<file path="src/rtl/adc_pwr_pkg.sv">
// Package: shared state encoding for the converter power sequencer.
// Assumes: nothing beyond IEEE 1800-2017.
package adc_pwr_pkg;

    typedef enum logic [2:0] {
        ST_RESET_PD   = 3'd0,
        ST_POWER_DOWN = 3'd1,
        ST_SLEEP      = 3'd2,
        ST_WAKING     = 3'd3,
        ST_ACTIVE     = 3'd4
    } pwr_state_t;

endpackage

</file>
<file path="src/rtl/adc_wake_timer.sv">
// Module: down counter shared by the initial power-down pass and by the
// start-up plus pipeline-latency window.
// Assumes: INIT_VAL >= 1. The counter reloads on load, otherwise counts down
// to zero and rests there. expire is high while the count equals one, so a
// value N loaded at an edge expires after N more edges.
module adc_wake_timer #(
    parameter int CNT_W    = 10,
    parameter int INIT_VAL = 4
) (
    input  logic             clk,
    input  logic             rst_n,
    input  logic             load,
    input  logic [CNT_W-1:0] load_val,
    output logic             expire
);

    logic [CNT_W-1:0] cnt;

    // Reload or count down; reset starts the initial power-down window.
    always_ff @(posedge clk) begin
        if (!rst_n)
            cnt <= CNT_W'(INIT_VAL);
        else if (load)
            cnt <= load_val;
        else if (cnt != '0)
            cnt <= cnt - CNT_W'(1);
    end

    // Flag the final counted cycle.
    always_comb expire = (cnt == CNT_W'(1));


    property p_wake_load;
        @(posedge clk) disable iff (!rst_n) load |=> (cnt == $past(load_val));
    endproperty
    wake_load_chk: assert property (p_wake_load);


    property p_wake_count;
        @(posedge clk) disable iff (!rst_n)
            (!load && cnt != '0) |=> (cnt == $past(cnt) - CNT_W'(1));
    endproperty
    wake_count_chk: assert property (p_wake_count);

endmodule

</file>
<file path="src/rtl/adc_oor_guard.sv">
// Module: marks the samples that follow an out-of-range flag as suspect.
// Assumes: RECOVER_CYC >= 1. Each flag restarts the recovery window.
module adc_oor_guard #(
    parameter int RECOVER_CYC = 1
) (
    input  logic clk,
    input  logic rst_n,
    input  logic adc_oor,
    output logic suspect
);

    localparam int RW = $clog2(RECOVER_CYC + 1);

    logic [RW-1:0] left;

    // Load the recovery window on a flag and drain it otherwise.
    always_ff @(posedge clk) begin
        if (!rst_n)
            left <= '0;
        else if (adc_oor)
            left <= RW'(RECOVER_CYC);
        else if (left != '0)
            left <= left - RW'(1);
    end

    // Samples are suspect while the window is open.
    always_comb suspect = (left != '0);


    property p_oor_suspect;
        @(posedge clk) disable iff (!rst_n) adc_oor |=> suspect;
    endproperty
    oor_suspect_chk: assert property (p_oor_suspect);

endmodule

</file>
<file path="src/rtl/adc_pwr_fsm.sv">
// Module: mode state machine. It gives the requests the priority
// power-down, then sleep, then active. It holds an active request pending
// until the sample clock runs, and loads the wake timer with the window
// that matches the idle mode being left.
// Assumes: requests are single-cycle strobes in the clk domain. tmr_expire
// comes from adc_wake_timer.
module adc_pwr_fsm
    import adc_pwr_pkg::*;
#(
    parameter int CNT_W     = 10,
    parameter int PD_TOTAL  = 912,
    parameter int SLP_TOTAL = 32
) (
    input  logic             clk,
    input  logic             rst_n,
    input  logic             req_act,
    input  logic             req_slp,
    input  logic             req_pd,
    input  logic             clk_running,
    input  logic             tmr_expire,
    output pwr_state_t       state,
    output logic             tmr_load,
    output logic [CNT_W-1:0] tmr_val
);

    pwr_state_t nxt;
    logic       pend, pend_nxt;
    logic       want_act;

    // A stored or fresh active request.
    always_comb want_act = pend || req_act;

    // Next-state, pending and timer-load decisions.
    always_comb begin
        nxt      = state;
        pend_nxt = pend;
        tmr_load = 1'b0;
        tmr_val  = '0;
        case (state)
            ST_RESET_PD: begin
                if (req_pd)
                    pend_nxt = 1'b0;
                else if (req_act)
                    pend_nxt = 1'b1;
                if (tmr_expire)
                    nxt = ST_POWER_DOWN;
            end
            ST_POWER_DOWN: begin
                if (req_pd) begin
                    pend_nxt = 1'b0;
                end else if (want_act && clk_running) begin
                    nxt      = ST_WAKING;
                    pend_nxt = 1'b0;
                    tmr_load = 1'b1;
                    tmr_val  = CNT_W'(PD_TOTAL);
                end else if (req_act) begin
                    pend_nxt = 1'b1;
                end
            end
            ST_SLEEP: begin
                if (req_pd) begin
                    nxt      = ST_POWER_DOWN;
                    pend_nxt = 1'b0;
                end else if (req_slp) begin
                    pend_nxt = 1'b0;
                end else if (want_act && clk_running) begin
                    nxt      = ST_WAKING;
                    pend_nxt = 1'b0;
                    tmr_load = 1'b1;
                    tmr_val  = CNT_W'(SLP_TOTAL);
                end else if (req_act) begin
                    pend_nxt = 1'b1;
                end
            end
            ST_WAKING: begin
                if (req_pd)
                    nxt = ST_POWER_DOWN;
                else if (req_slp)
                    nxt = ST_SLEEP;
                else if (tmr_expire)
                    nxt = ST_ACTIVE;
            end
            ST_ACTIVE: begin
                if (req_pd)
                    nxt = ST_POWER_DOWN;
                else if (req_slp)
                    nxt = ST_SLEEP;
            end
            default: begin
                nxt      = ST_RESET_PD;
                pend_nxt = 1'b0;
            end
        endcase
    end

    // State and pending-request registers.
    always_ff @(posedge clk) begin
        if (!rst_n) begin
            state <= ST_RESET_PD;
            pend  <= 1'b0;
        end else begin
            state <= nxt;
            pend  <= pend_nxt;
        end
    end


    property p_pd_override;
        @(posedge clk) disable iff (!rst_n)
            (req_pd && state != ST_RESET_PD) |=> (state == ST_POWER_DOWN);
    endproperty
    pd_override_chk: assert property (p_pd_override);


    property p_init_pd;
        @(posedge clk) disable iff (!rst_n)
            (state == ST_WAKING) |-> ($past(state) != ST_RESET_PD);
    endproperty
    init_pd_chk: assert property (p_init_pd);


    property p_wake_clock;
        @(posedge clk) disable iff (!rst_n)
            (state == ST_WAKING && $past(state) != ST_WAKING) |-> $past(clk_running);
    endproperty
    wake_clock_chk: assert property (p_wake_clock);


    property p_pd_ignores_sleep;
        @(posedge clk) disable iff (!rst_n)
            (state == ST_POWER_DOWN && req_slp && !req_act && !pend) |=> (state == ST_POWER_DOWN);
    endproperty
    pd_ignores_sleep_chk: assert property (p_pd_ignores_sleep);

endmodule

</file>
<file path="src/rtl/adc_pwr_seq.sv">
// Module: top of the converter power sequencer. It decodes the mode state
// onto the active-low pins and forms data_valid from the mode, the pending
// idle requests and the out-of-range guard.
// Assumes: all inputs are synchronous to clk, which is the converter sample
// clock. clk_running reports whether that clock reaches the converter.
module adc_pwr_seq
    import adc_pwr_pkg::*;
#(
    parameter int PD_WAKE_CYC     = 900,
    parameter int SLP_WAKE_CYC    = 20,
    parameter int PIPE_LAT_CYC    = 12,
    parameter int INIT_PD_CYC     = 4,
    parameter int OOR_RECOVER_CYC = 1
) (
    input  logic clk,
    input  logic rst_n,
    input  logic req_act,
    input  logic req_slp,
    input  logic req_pd,
    input  logic clk_running,
    input  logic adc_oor,
    output logic adc_pd_n,
    output logic adc_slp_n,
    output logic wake_busy,
    output logic data_valid
);

    localparam int PD_TOTAL  = PD_WAKE_CYC + PIPE_LAT_CYC;
    localparam int SLP_TOTAL = SLP_WAKE_CYC + PIPE_LAT_CYC;
    localparam int MAX_A     = (PD_TOTAL > SLP_TOTAL) ? PD_TOTAL : SLP_TOTAL;
    localparam int MAX_T     = (MAX_A > INIT_PD_CYC) ? MAX_A : INIT_PD_CYC;
    localparam int CNT_W     = $clog2(MAX_T + 1);

    pwr_state_t       state;
    logic             tmr_load;
    logic [CNT_W-1:0] tmr_val;
    logic             tmr_expire;
    logic             suspect;

    adc_pwr_fsm #(
        .CNT_W    (CNT_W),
        .PD_TOTAL (PD_TOTAL),
        .SLP_TOTAL(SLP_TOTAL)
    ) u_fsm (
        .clk        (clk),
        .rst_n      (rst_n),
        .req_act    (req_act),
        .req_slp    (req_slp),
        .req_pd     (req_pd),
        .clk_running(clk_running),
        .tmr_expire (tmr_expire),
        .state      (state),
        .tmr_load   (tmr_load),
        .tmr_val    (tmr_val)
    );

    adc_wake_timer #(
        .CNT_W   (CNT_W),
        .INIT_VAL(INIT_PD_CYC)
    ) u_timer (
        .clk     (clk),
        .rst_n   (rst_n),
        .load    (tmr_load),
        .load_val(tmr_val),
        .expire  (tmr_expire)
    );

    adc_oor_guard #(
        .RECOVER_CYC(OOR_RECOVER_CYC)
    ) u_oor (
        .clk    (clk),
        .rst_n  (rst_n),
        .adc_oor(adc_oor),
        .suspect(suspect)
    );

    // Pin decode: power-down covers the initial pass as well.
    always_comb begin
        adc_pd_n  = !(state == ST_RESET_PD || state == ST_POWER_DOWN);
        adc_slp_n = (state != ST_SLEEP);
        wake_busy = (state == ST_WAKING);
    end

    // Valid only when active, no idle request is pending and no recovery runs.
    always_comb data_valid = (state == ST_ACTIVE) && !req_pd && !req_slp && !suspect;


    property p_pins_exclusive;
        @(posedge clk) disable iff (!rst_n) !(!adc_pd_n && !adc_slp_n);
    endproperty
    pins_exclusive_chk: assert property (p_pins_exclusive);


    property p_valid_active;
        @(posedge clk) disable iff (!rst_n)
            data_valid |-> (adc_pd_n && adc_slp_n && !wake_busy);
    endproperty
    valid_active_chk: assert property (p_valid_active);

endmodule

</file>
<file path="config.mk">
export PLATFORM = sky130hd
export DESIGN_NAME = adc_pwr_seq
export DESIGN_NICKNAME = d
export VERILOG_FILES = /design/src/rtl/adc_pwr_pkg.sv /design/src/rtl/adc_wake_timer.sv /design/src/rtl/adc_oor_guard.sv /design/src/rtl/adc_pwr_fsm.sv /design/src/rtl/adc_pwr_seq.sv
export SDC_FILE = /design/constraint.sdc
export NUM_CORES = 1
export LEC_CHECK = 0
export ABC_AREA = 1
export ABC_CLOCK_PERIOD_IN_PS = 1420
export CELL_PAD_IN_SITES_DETAIL_PLACEMENT = 1
export CELL_PAD_IN_SITES_GLOBAL_PLACEMENT = 2
export CORE_UTILIZATION = 26
export DETAILED_ROUTE_END_ITERATION = 8
export PLACE_DENSITY = 0.7
export SETUP_SLACK_MARGIN = 0.3
export SLEW_MARGIN = 20
export SYNTH_ARGS = -nofsm -noshare
export SYNTH_HDL_FRONTEND = slang
export SYNTH_SLANG_ARGS = --single-unit
</file>
<file path="constraint.sdc">
create_clock -name clk -period 1.42 [get_ports clk]
set_input_delay 0.142 -clock clk [delete_from_list [all_inputs] [get_ports clk]]
set_output_delay 0.142 -clock clk [all_outputs]
set_load 0.03 [all_outputs]
</file>
==> run summary <==
Top cell type's share of synthesized area - 29.7%
Max Transition Viols Final - 0
Fmax - 0.709 GHz
MaxCap Viol Count - 0
Worst-skew pair later-pin latency - 0.25 ns
Row cnt - 22
Crit-path max FO - 7
Peak VDD IR - 1.02 mV
Slew @ Worst Pin - 0.322 ns
Syn_area_per_cell - 5.97 um^2
Synth Warn # - 0
RSZ-0062 raised after global routing - yes
Met2 wire len - 2210 um
Initial core utilization - 27.4%
Vias in the first global route - 1270
CTS Buffer Depth - 2
Largest net degree at the start of global routing - 12
Highest metal used - met4
Cell taking the most area after synthesis - dfxtp_1
Number of enable flip-flop cells after synthesis - 0
Via density - 4.83
Most frequent cell after synthesis - nand2_1
PwrDens - 1720 nW/um^2
Io pins - 11
Hpwl dp - 2560 um
Final setup vio count - 0
DR WL met3 - 68 um
Wl on met1 - 1910 um
Global-route wire length before repair - 5830 um
Port buffer count - 10
All-layer global routing usage - 18.5%
Post-Synthesis Cells - 169
GR Overflow Total - 0
CTS Root Cell - clkbuf_8
Worst Hold Margin - 0.437 ns
Die width - 64.3 um
Post-Place Setup Slack - -0.182 ns
Worst setup margin - 0.00965 ns
CP Launch Type - register
Status - finished, final reports clean
Clock Sinks - 15
Final WL - 4230 um
Setup TNS - 0 ns
Crit-path max cell delay - 0.38 ns
Post-Layout Inst Area - 1860 um^2
Top_reg_cell synth - dfxtp_1
Initial DRC count - 46
CP arrival - 1.27 ns
Area growth, synth to finish - 84.5%
Gpl congestion - 0.815
Fraction of registers with async set/reset - 0%
Crit-path cells - nor2_4, buf_4, nand2_2, nand2_2, inv_2, buf_6
CTS tree - yes
Hold Violations, Final - 0
Drt drc - 0
Distinct cell type count after synthesis - 18
Cell area after synthesis - 1010 um^2
Placed standard-cell area - 1370 um^2
Die height - 64.3 um
Layout net count - 232
Most frequent CP cell - nand2_2
CP max stage cell - dfxtp_4
Buf/Inv on CP - 3
Tot Pwr - 3.20 mW
Crit end category - primary output
ANT cells - 0
Post-synthesis sequential area ratio - 29.7%
Min-Delay Path Class - primary input to register
CORE AREA - 3690 um^2
H-tree depth - 1
Cts bufs inserted - 3
DR WL/cell - 15.7 um
Req. time, crit path - 1.28 ns
Share of cells above drive strength 1 - 50.5%
Rel. slew slack - 78.5%
DRT Pass-1 Iters - 4
Crit Path Class - register to primary output
Commonest cells in the netlist - nand2_1, inv_1, nand3_1
Flops & latches, synth - 15
Static Leakage - 0.832 nW
Critical path's top delay family - flip-flops
Syn nets - 178
Total number of vias - 1305
Initial antenna violation count - 0
Worst-path clk slew - 0.07 ns
Period Utilization, post-route - 99.3%
Total die area - 4140 um^2
Top post-synthesis cells by area - dfxtp_1, nand2_1, nand3_1, inv_1, nor2_1
Minimum clock period - 1.41 ns
Routed Antenna Nets - 0
Worst Skew - 0.00184 ns
==> power by group <==
group / internal [mW] / switching, mW
clock network: 0.199 / 0.164
registers: 0.562 / 0.151
logic: 0.954 / 1.17
==> path summary, 6_finish.rpt <==
| path | start | endpoint | slack (ns) | depth (start not counted) |
|---|---|---|---|---|
| max | u_fsm.state[0]$_SDFFE_PN0P_ | adc_pd_n | 0.01 | 6 |
| min | adc_oor | u_oor.suspect$_SDFF_PN0_ | 0.44 | 3 |
| max reg2reg | u_fsm.state[1]$_SDFFE_PN0P_ | u_timer.cnt[9]$_SDFFE_PN0P_ | 0.04 | 9 |
| min reg2reg | u_fsm.pend$_SDFFE_PN0N_ | u_fsm.pend$_SDFFE_PN0N_ | 0.48 | 2 |
==> worst reg2reg max path, delay by kind of cell (launching register included) <==
family          cells  cell delay (ns)
flops               1             0.41
compound gates      1             0.13
buf+inv             2             0.21
simple gates        6             0.55
==> state kept, by name, summed over array words and instances (netlist names) <==
signal,count
u_timer.cnt,10
u_fsm.state,3
u_fsm.pend,1
u_oor.suspect,1
==> metrics by stage <==
stage,util [%],cells
after floorplan,-,169
after global placement,37.0,241
after detailed placement,37.0,241
after CTS,46.2,264
after global routing,50.5,270
final,50.5,270
==> metal layers <==
metal	global-route usage (%)	vias up
li1	-	646
met1	24.0	639
met2	31.3	14
met3	3.04	6
met4	4.72	0
met5	0	-
==> area by class of cell <==
cell class / instances / area, um^2
Inverter: 26 / 115
Sequential cell: 15 / 317
Tap cell: 48 / 60.1
Clock buffer: 4 / 45.0
Timing Repair Buffer: 50 / 455
Fill cell: 476 / 1830
Multi-Input combinational cell: 127 / 871
==> cell families after synthesis <==
family / after synthesis / share of synthesized area [%]
buf+inv: 27 / 10.8
fa+ha+maj: 2 / 2.48
xor+xnor: 2 / 1.74
compound gates: 15 / 7.43
simple gates: 108 / 47.8
flops: 15 / 29.7
==> timing repair <==
item,in CTS,in global routing
resized for setup,41,31
setup buffers,19,6
pin swaps,19,20
setup endpoints to repair,18,18
hold buffers,0,0
==> cell usage in the layout (no fill, tap or decap), drive strengths merged <==
master / instances
a21oi: 12
buf: 43
clkbuf: 5
clkdlybuf4s50: 4
clkinv: 1
dfxtp: 15
dlygate4sd2: 2
ha: 2
inv: 25
nand2: 51
nand3: 23
nand3b: 1
nand4: 5
nor2: 28
o21ai: 3
xor2: 2
No activity file was read; power rests on OpenSTA's default activity.
